File: src/rtl/pwrconv_pkg.sv
package pwrconv_pkg;

    typedef enum logic {
        DIR_FWD = 1'b0,
        DIR_REV = 1'b1
    } flow_dir_e;

    typedef struct packed {
        logic f1;
        logic f2;
    } slow_evt_t;

    typedef struct packed {
        flow_dir_e dir;
        logic      nonzero;
    } sample_info_t;

    function automatic int pick_cf_shift(logic scale, int sh0, int sh1);
        return scale ? sh1 : sh0;
    endfunction

    function automatic int fast_thr_shift(int base, logic [1:0] sel, int cfsh);
        return base - int'(sel) - cfsh;
    endfunction

endpackage

File: src/rtl/pf_accum.sv
module pf_accum #(
    parameter int PW    = 16,
    parameter int ACC_W = 37
) (
    input  logic             clk,
    input  logic             rst,
    input  logic             add_en,
    input  logic [PW-1:0]    mag,
    input  logic [ACC_W-1:0] thr,
    output logic             evt
);
    localparam int SW = ACC_W + 1;

    logic [ACC_W-1:0] acc;
    logic [SW-1:0]    sum;
    logic             crossing;

    always_comb begin
        sum      = {1'b0, acc} + {1'b0, ACC_W'(mag)};
        crossing = (sum >= {1'b0, thr});
    end

    always_ff @(posedge clk) begin
        if (rst) begin
            acc <= '0;
            evt <= 1'b0;
        end else begin
            evt <= add_en && crossing;
            if (add_en) begin
                if (crossing)
                    acc <= ACC_W'(sum - {1'b0, thr});
                else
                    acc <= ACC_W'(sum);
            end
        end
    end

    // remainder always stays under the active threshold
    a_r1_remainder_below_thr: assert property (@(posedge clk) disable iff (rst)
        acc < thr);

    // without an add the stored energy does not move
    a_r9_idle_hold: assert property (@(posedge clk) disable iff (rst)
        !add_en |=> $stable(acc));

endmodule

File: src/rtl/pf_divider.sv
module pf_divider
    import pwrconv_pkg::*;
#(
    parameter int SH0   = 11,
    parameter int SH1   = 10,
    parameter int CNT_W = 12
) (
    input  logic      clk,
    input  logic      rst,
    input  logic      cf_evt,
    input  logic      scale,
    output slow_evt_t sevt
);
    logic [CNT_W-1:0] cnt;
    logic [CNT_W-1:0] modulus;
    logic [CNT_W-1:0] half;
    logic [CNT_W-1:0] cnt_nx;

    always_comb begin
        modulus = CNT_W'(1) << pick_cf_shift(scale, SH0, SH1);
        half    = modulus >> 1;
        cnt_nx  = cnt + CNT_W'(1);
    end

    always_ff @(posedge clk) begin
        if (rst) begin
            cnt  <= '0;
            sevt <= '0;
        end else begin
            sevt <= '0;
            if (cf_evt) begin
                if (cnt_nx == modulus) begin
                    cnt     <= '0;
                    sevt.f1 <= 1'b1;
                end else begin
                    cnt <= cnt_nx;
                end
                if (cnt_nx == half)
                    sevt.f2 <= 1'b1;
            end
        end
    end

    // the two slow phases never fire in the same cycle
    a_r6_phase_exclusive: assert property (@(posedge clk) disable iff (rst)
        !(sevt.f1 && sevt.f2));

    // the event count never reaches the modulus
    a_r5_count_bounded: assert property (@(posedge clk) disable iff (rst)
        cnt < modulus);

endmodule

File: src/rtl/pf_pulse.sv
module pf_pulse #(
    parameter int W = 8
) (
    input  logic clk,
    input  logic rst,
    input  logic trig,
    output logic out_n
);
    localparam int CW = (W < 2) ? 1 : $clog2(W + 1);

    logic [CW-1:0] cnt;

    always_ff @(posedge clk) begin
        if (rst)
            cnt <= '0;
        else if (trig)
            cnt <= CW'(W);
        else if (cnt != '0)
            cnt <= cnt - CW'(1);
    end

    assign out_n = (cnt == '0);

    // a new trigger arrives only once the previous pulse has ended
    a_r4_no_retrigger: assert property (@(posedge clk) disable iff (rst)
        trig |-> cnt == '0);

    // a trigger always pulls the output low on the next cycle
    a_r4_trig_low: assert property (@(posedge clk) disable iff (rst)
        trig |=> !out_n);

    generate
        if (W > 1) begin : g_wide
            // a wide pulse lasts past its first low cycle
            a_r4_min_width: assert property (@(posedge clk) disable iff (rst)
                $fell(out_n) |=> !out_n);
        end
    endgenerate

endmodule

File: src/rtl/pwr_pulse_conv.sv
module pwr_pulse_conv
    import pwrconv_pkg::*;
#(
    parameter int PW       = 16,
    parameter int LF_SHIFT = 21,
    parameter int CF_SH0   = 11,
    parameter int CF_SH1   = 10,
    parameter int F_WIDTH  = 64,
    parameter int CF_WIDTH = 8
) (
    input  logic          clk,
    input  logic          rst,
    input  logic          sample_vld,
    input  logic [PW-1:0] sample,
    input  logic [1:0]    rate_sel,
    input  logic          cf_scale,
    output logic          f1_n,
    output logic          f2_n,
    output logic          cf_n,
    output logic          revp
);
    localparam int BASE   = PW - 1 + LF_SHIFT;
    localparam int ACC_W  = BASE + 1;
    localparam int SH_MAX = (CF_SH0 > CF_SH1) ? CF_SH0 : CF_SH1;
    localparam int CNT_W  = SH_MAX + 1;
    localparam int NDIR   = 2;

    sample_info_t     info;
    logic [PW-1:0]    mag;
    logic [ACC_W-1:0] cf_thr;
    logic [NDIR-1:0]  dir_evt;
    logic             cf_evt;
    slow_evt_t        sevt;
    logic [1:0]       slow_trig;
    logic [1:0]       slow_n;

    always_comb begin
        info.dir     = sample[PW-1] ? DIR_REV : DIR_FWD;
        info.nonzero = (sample != '0);
        mag          = sample[PW-1] ? (~sample + PW'(1)) : sample;
        cf_thr       = ACC_W'(1) << fast_thr_shift(BASE, rate_sel,
                           pick_cf_shift(cf_scale, CF_SH0, CF_SH1));
    end

    generate
        for (genvar d = 0; d < NDIR; d++) begin : g_dir
            logic add_en;
            assign add_en = sample_vld && info.nonzero &&
                            (info.dir == flow_dir_e'(d));
            pf_accum #(.PW(PW), .ACC_W(ACC_W)) u_acc (
                .clk    (clk),
                .rst    (rst),
                .add_en (add_en),
                .mag    (mag),
                .thr    (cf_thr),
                .evt    (dir_evt[d])
            );
        end
    endgenerate

    assign cf_evt = |dir_evt;

    pf_divider #(.SH0(CF_SH0), .SH1(CF_SH1), .CNT_W(CNT_W)) u_div (
        .clk    (clk),
        .rst    (rst),
        .cf_evt (cf_evt),
        .scale  (cf_scale),
        .sevt   (sevt)
    );

    pf_pulse #(.W(CF_WIDTH)) u_cf (
        .clk   (clk),
        .rst   (rst),
        .trig  (cf_evt),
        .out_n (cf_n)
    );

    assign slow_trig = {sevt.f2, sevt.f1};

    generate
        for (genvar p = 0; p < 2; p++) begin : g_slow
            pf_pulse #(.W(F_WIDTH)) u_sp (
                .clk   (clk),
                .rst   (rst),
                .trig  (slow_trig[p]),
                .out_n (slow_n[p])
            );
        end
    endgenerate

    assign f1_n = slow_n[0];
    assign f2_n = slow_n[1];

    always_ff @(posedge clk) begin
        if (rst)
            revp <= 1'b0;
        else if (sample_vld)
            revp <= (info.dir == DIR_REV);
    end

    // the two direction accumulators never cross together
    a_r1_single_crossing: assert property (@(posedge clk) disable iff (rst)
        $onehot0(dir_evt));

    // slow outputs are never low at the same time
    a_r6_no_overlap: assert property (@(posedge clk) disable iff (rst)
        f1_n || f2_n);

    // a negative sample raises the flag
    a_r8_revp_set: assert property (@(posedge clk) disable iff (rst)
        (sample_vld && sample[PW-1]) |=> revp);

    // a non-negative sample clears the flag
    a_r8_revp_clr: assert property (@(posedge clk) disable iff (rst)
        (sample_vld && !sample[PW-1]) |=> !revp);

    // selects are held while out of reset
    a_r11_sel_static: assert property (@(posedge clk) disable iff (rst)
        $stable(rate_sel) && $stable(cf_scale));

endmodule

File: config.mk
export PLATFORM = sky130hd
export DESIGN_NAME = pwr_pulse_conv
export DESIGN_NICKNAME = d
export VERILOG_FILES = /design/src/rtl/pwrconv_pkg.sv /design/src/rtl/pf_accum.sv /design/src/rtl/pf_divider.sv /design/src/rtl/pf_pulse.sv /design/src/rtl/pwr_pulse_conv.sv
export SDC_FILE = /design/constraint.sdc
export NUM_CORES = 1
export LEC_CHECK = 0
export BUFFER_PORTS_ARGS = -buffer_cell sky130_fd_sc_hd__buf_2
export CAP_MARGIN = 20
export CORE_MARGIN = 5
export CORE_UTILIZATION = 35
export CTS_CLUSTER_SIZE = 28
export DETAILED_ROUTE_END_ITERATION = 10
export SLEW_MARGIN = 20
export SYNTH_ARGS = -nofsm -noshare
export SYNTH_HDL_FRONTEND = slang
export SYNTH_HIERARCHICAL = 1
export SYNTH_SLANG_ARGS = --single-unit
File: constraint.sdc
create_clock -name clk -period 14.4 [get_ports clk]
set_input_delay 0 -clock clk [delete_from_list [all_inputs] [get_ports clk]]
set_output_delay 0 -clock clk [all_outputs]
set_load 0.01 [all_outputs]
==> results by group <==
Synth
  • Synth async-reset ratio: 0
  • Syn Inst Count: approximately 1700
  • Synth warnings: 6
  • Top FF cell, synth: dfxtp_1
  • EDFF count, synth: 0
  • Synthesized cell area: between 0.01 and 0.015 mm2
  • Mapped Avg Cell Area: around 7.5 um2
  • Post-synthesis sequential area ratio: 0.1699
  • Flop and latch count out of synthesis: 109
  • Cell variety after synth: 96

Placement
  • # placed instances: about 2200
  • I/O Buffers: 25
  • Dpl hpwl: 25400 um
  • Placer Congestion: just over 0.9

CTS
  • Clock-pin slew on the worst setup and hold paths: 80 ps
  • Number of gates resized after cts: 0
  • CTS tree: done
  • Worst-Skew Late Latency: approximately 380 ps
  • H-tree depth: 3
  • Clock sink total: roughly 110
  • CTS buffer count: 9
  • Clock Path Buffers: 2
  • Root Driver: clkbuf_16

Floorplan
  • DIE AREA: between 0.04 and 0.05 mm2
  • Die Wd: 201.6 um
  • Initial Util: 0.3525
  • Core ar.: between 0.03 and 0.04 mm2
  • Die Ht: between 200 and 250 um
  • Rows: 70
  • Top Ports: 26

Timing
  • Min cycle time layout: between 5000 and 6000 ps
  • Final setup vio count: 0
  • Worst Skew: ~17 ps
  • Fin crit share: 0.4111
  • Fmax: roughly 0.17 GHz
  • Final count of pins violating max slew: 0
  • RSZ-0062 raised after global routing: false
  • Worst slew margin: 0.3215
  • Worst slew pin tran: roughly 1000 ps
  • Worst hold slack: between 150 and 200 ps
  • Final hold vios: 0
  • Setup TNS Final: 0 ps

Final layout
  • Final cell count without fillers: 2186
  • Area delta synth->final: 6.566%
  • Layout cells sized above 1: 0.08324
  • Nets@finish: 1857
  • N_diodes: 0

Setup path
  • Startpoint types: input port
  • Crit path kind: input port to flip-flop
  • Worst Reg-to-Reg Cells: 23
  • CP Data Required Time: 14640 ps
  • Worst path depth: 26
  • Worst setup EP type: flip-flop
  • Worst EP arrival: between 6000 and 7000 ps
  • CP max FO: 69
  • Slowest cell delay on critical path: 620 ps
  • Crit path max-delay cell type: buf_4
  • Top cell by count, worst path: ha_1
  • CP bufs+invs: 3
  • CP top delay family: compound AO/OA/AOI/OAI gates

GRT
  • Initial antenna violation count: 0
  • GR Layer Usage met2: 0.2640
  • GRT overflow: 0
  • Grt peak-use layer: met2
  • Vias in the first global route: roughly 11000
  • Met3 Usage GRT: 0.01934
  • Gr usage total: 0.1594
  • First-pass GRT wire length: between 50000 and 60000 um
  • Largest net degree at the start of global routing: 70
  • Met1 Usage GRT: 0.2187

Detailed routing
  • Initial DRC count: ~800
  • Routed Antenna Nets: 0
  • Vias per cell: between 5 and 6
  • Via count: ~12000
  • DR WL/cell: ~15 um
  • WL final: around 33000 um
  • Drt pass-1 iters: 5
  • DRC Markers: 0

Run status
  • Status: completed

Worst hold path
  • Worst Hold Path Cells: 2
  • Hold Crit Class: input port to flip-flop

Power and ir drop
  • Leak: approximately 5.5 nW
  • Worst-case vdd ir drop: slightly above 0.05 mV
  • PwrDens: about 110 mW/mm2

Run
  • MaxCap Viol Count: 0
## sequential cells by signal (all words and copies together) (netlist names)
register and count:
u_div/cnt 12, g_dir.u_acc/acc 74, g_dir.u_acc/evt 2, u_div/sevt 2, u_cf/cnt 4, revp 1
g_slow.u_sp/cnt 14
## placed cells by master (no fill, tap or decap), types with 29 or more instances in the layout
| cell type | netlist | final |
|---|---|---|
| dfxtp_1 | 109 | 109 |
| inv_1 | 134 | 134 |
| nand3_1 | 47 | 47 |
| xor2_1 | 58 | 58 |
| nor2_1 | 143 | 143 |
| nor3_1 | 53 | 53 |
| and3_1 | 29 | 29 |
| a21o_1 | 44 | 44 |
| xnor2_1 | 98 | 98 |
| o21ai_0 | 104 | 104 |
| nand2b_1 | 37 | 37 |
| a211oi_1 | 38 | 37 |
| nand4_1 | 29 | 29 |
| a21oi_1 | 144 | 144 |
| conb_1 | 1 | 42 |
| ha_1 | 116 | 116 |
| nand2_1 | 125 | 125 |
## routing by layer
layer | wire length [um] | up-vias
met5 | 0 | -
li1 | - | 6090
met1 | 15950 | 5517
met3 | 1302 | 42
met2 | 15410 | 223
met4 | 612 | 0
## per-stage QoR
stage | setup WS, ps | cell area [um2] | utilization | power (mW)
detailed placement | 8158 | 13320 | 0.3656 | 1.216
global route | 7903 | 13690 | 0.3757 | 1.630
CTS | 8549 | 13660 | 0.3749 | 1.505
global placement | 8271 | 13320 | 0.3656 | 1.206
finish | 8480 | 13690 | 0.3757 | 1.502
floorplan | 9350 | 13000 | - | 1.055
## cells in the mapped netlist, drive strengths merged, types with 6 or more instances
cell type	number	share of area
a2111oi	6	0.0090
a211oi	48	0.033
a21o	44	0.026
a21oi	147	0.058
a311oi	21	0.023
a31oi	17	0.0094
and2	13	0.0063
and3	29	0.014
and4	7	0.0050
buf	34	0.021
clkbuf	42	0.012
dfxtp	109	0.17
fa	6	0.0094
ha	116	0.11
inv	135	0.039
mux2i	16	0.012
nand2	135	0.041
nand2b	37	0.018
nand3	47	0.018
nand3b	7	0.0041
nand4	29	0.014
nor2	143	0.042
nor2b	15	0.0073
nor3	53	0.021
nor3b	15	0.0096
nor4	8	0.0049
o211ai	19	0.014
o21a	10	0.0058
o21ai	121	0.048
o21bai	16	0.0094
o31ai	14	0.010
or2	8	0.0039
or3	11	0.0054
or4	10	0.0075
xnor2	99	0.068
xor2	58	0.040
## final cells by class
cell class / count / area [um2]
Fill cell: 3785 / 22750
Multi-Input combinational cell: 1424 / 9882
Sequential cell: 109 / 2182
Tap cell: 468 / 585.6
Inverter: 137 / 514.2
Clock buffer: 9 / 225.2
Timing Repair Buffer: 32 / 205.2
Clock inverter: 7 / 92.59
## worst reg2reg max path, cell delays in order, from the launching register on
cell       delay, ps
dfxtp_1          320
ha_1             220
inv_1             80
fa_1             210
nor2b_1           70
o2111ai_1        250
nand3_1          170
and3b_1          220
or2_2            350
a21oi_2          400
nand2b_1         240
nor2_1           100
xor2_1           150
ha_1             420
nand2_1          150
nor2_1           240
nand4_1          140
o31ai_1          270
a21oi_1           80
o21ai_2          140
a31o_2           830
nand2_1          230
nor3_1           230
nor4_2            60
## report_power, final
group / total [mW] / leakage, nW / internal, mW / switching (mW)
Combinational: 0.854 / 4.47 / 0.354 / 0.499
Sequential: 0.370 / 0.892 / 0.336 / 0.0338
Clock: 0.278 / 0.149 / 0.140 / 0.138
Total: 1.50 / 5.51 / 0.830 / 0.671
## cells by family after synthesis
kind of cell               count (synthesis)  synth area share
adders and majority gates                122            0.1224
xor gates and xnor gates                 157            0.1076
AOI/OAI and AO/OA                        507            0.2819
buffers and inverters                    213           0.07375
and+or+nand+nor                          578            0.2299
DFF                                      109            0.1699
other                                      1         0.0002920
muxes                                     18           0.01422
## final timing paths
path,endpoint,start,slack (ps)
max reg2reg,g_dir[0].u_acc/acc[35],g_dir[0].u_acc/acc[0],8720
min,g_dir[0].u_acc/acc[16],rst,190
max,g_dir[1].u_acc/acc[23],sample[0],8480
min reg2reg,g_dir[0].u_acc/acc[2],g_dir[0].u_acc/acc[2],470
## what timing repair did
action                    4_1_cts  5_1_grt
hold buffers                    2        0
buffers inserted                0        0
hold endpoints to repair        2        0
(Power assumes the default switching activity.)
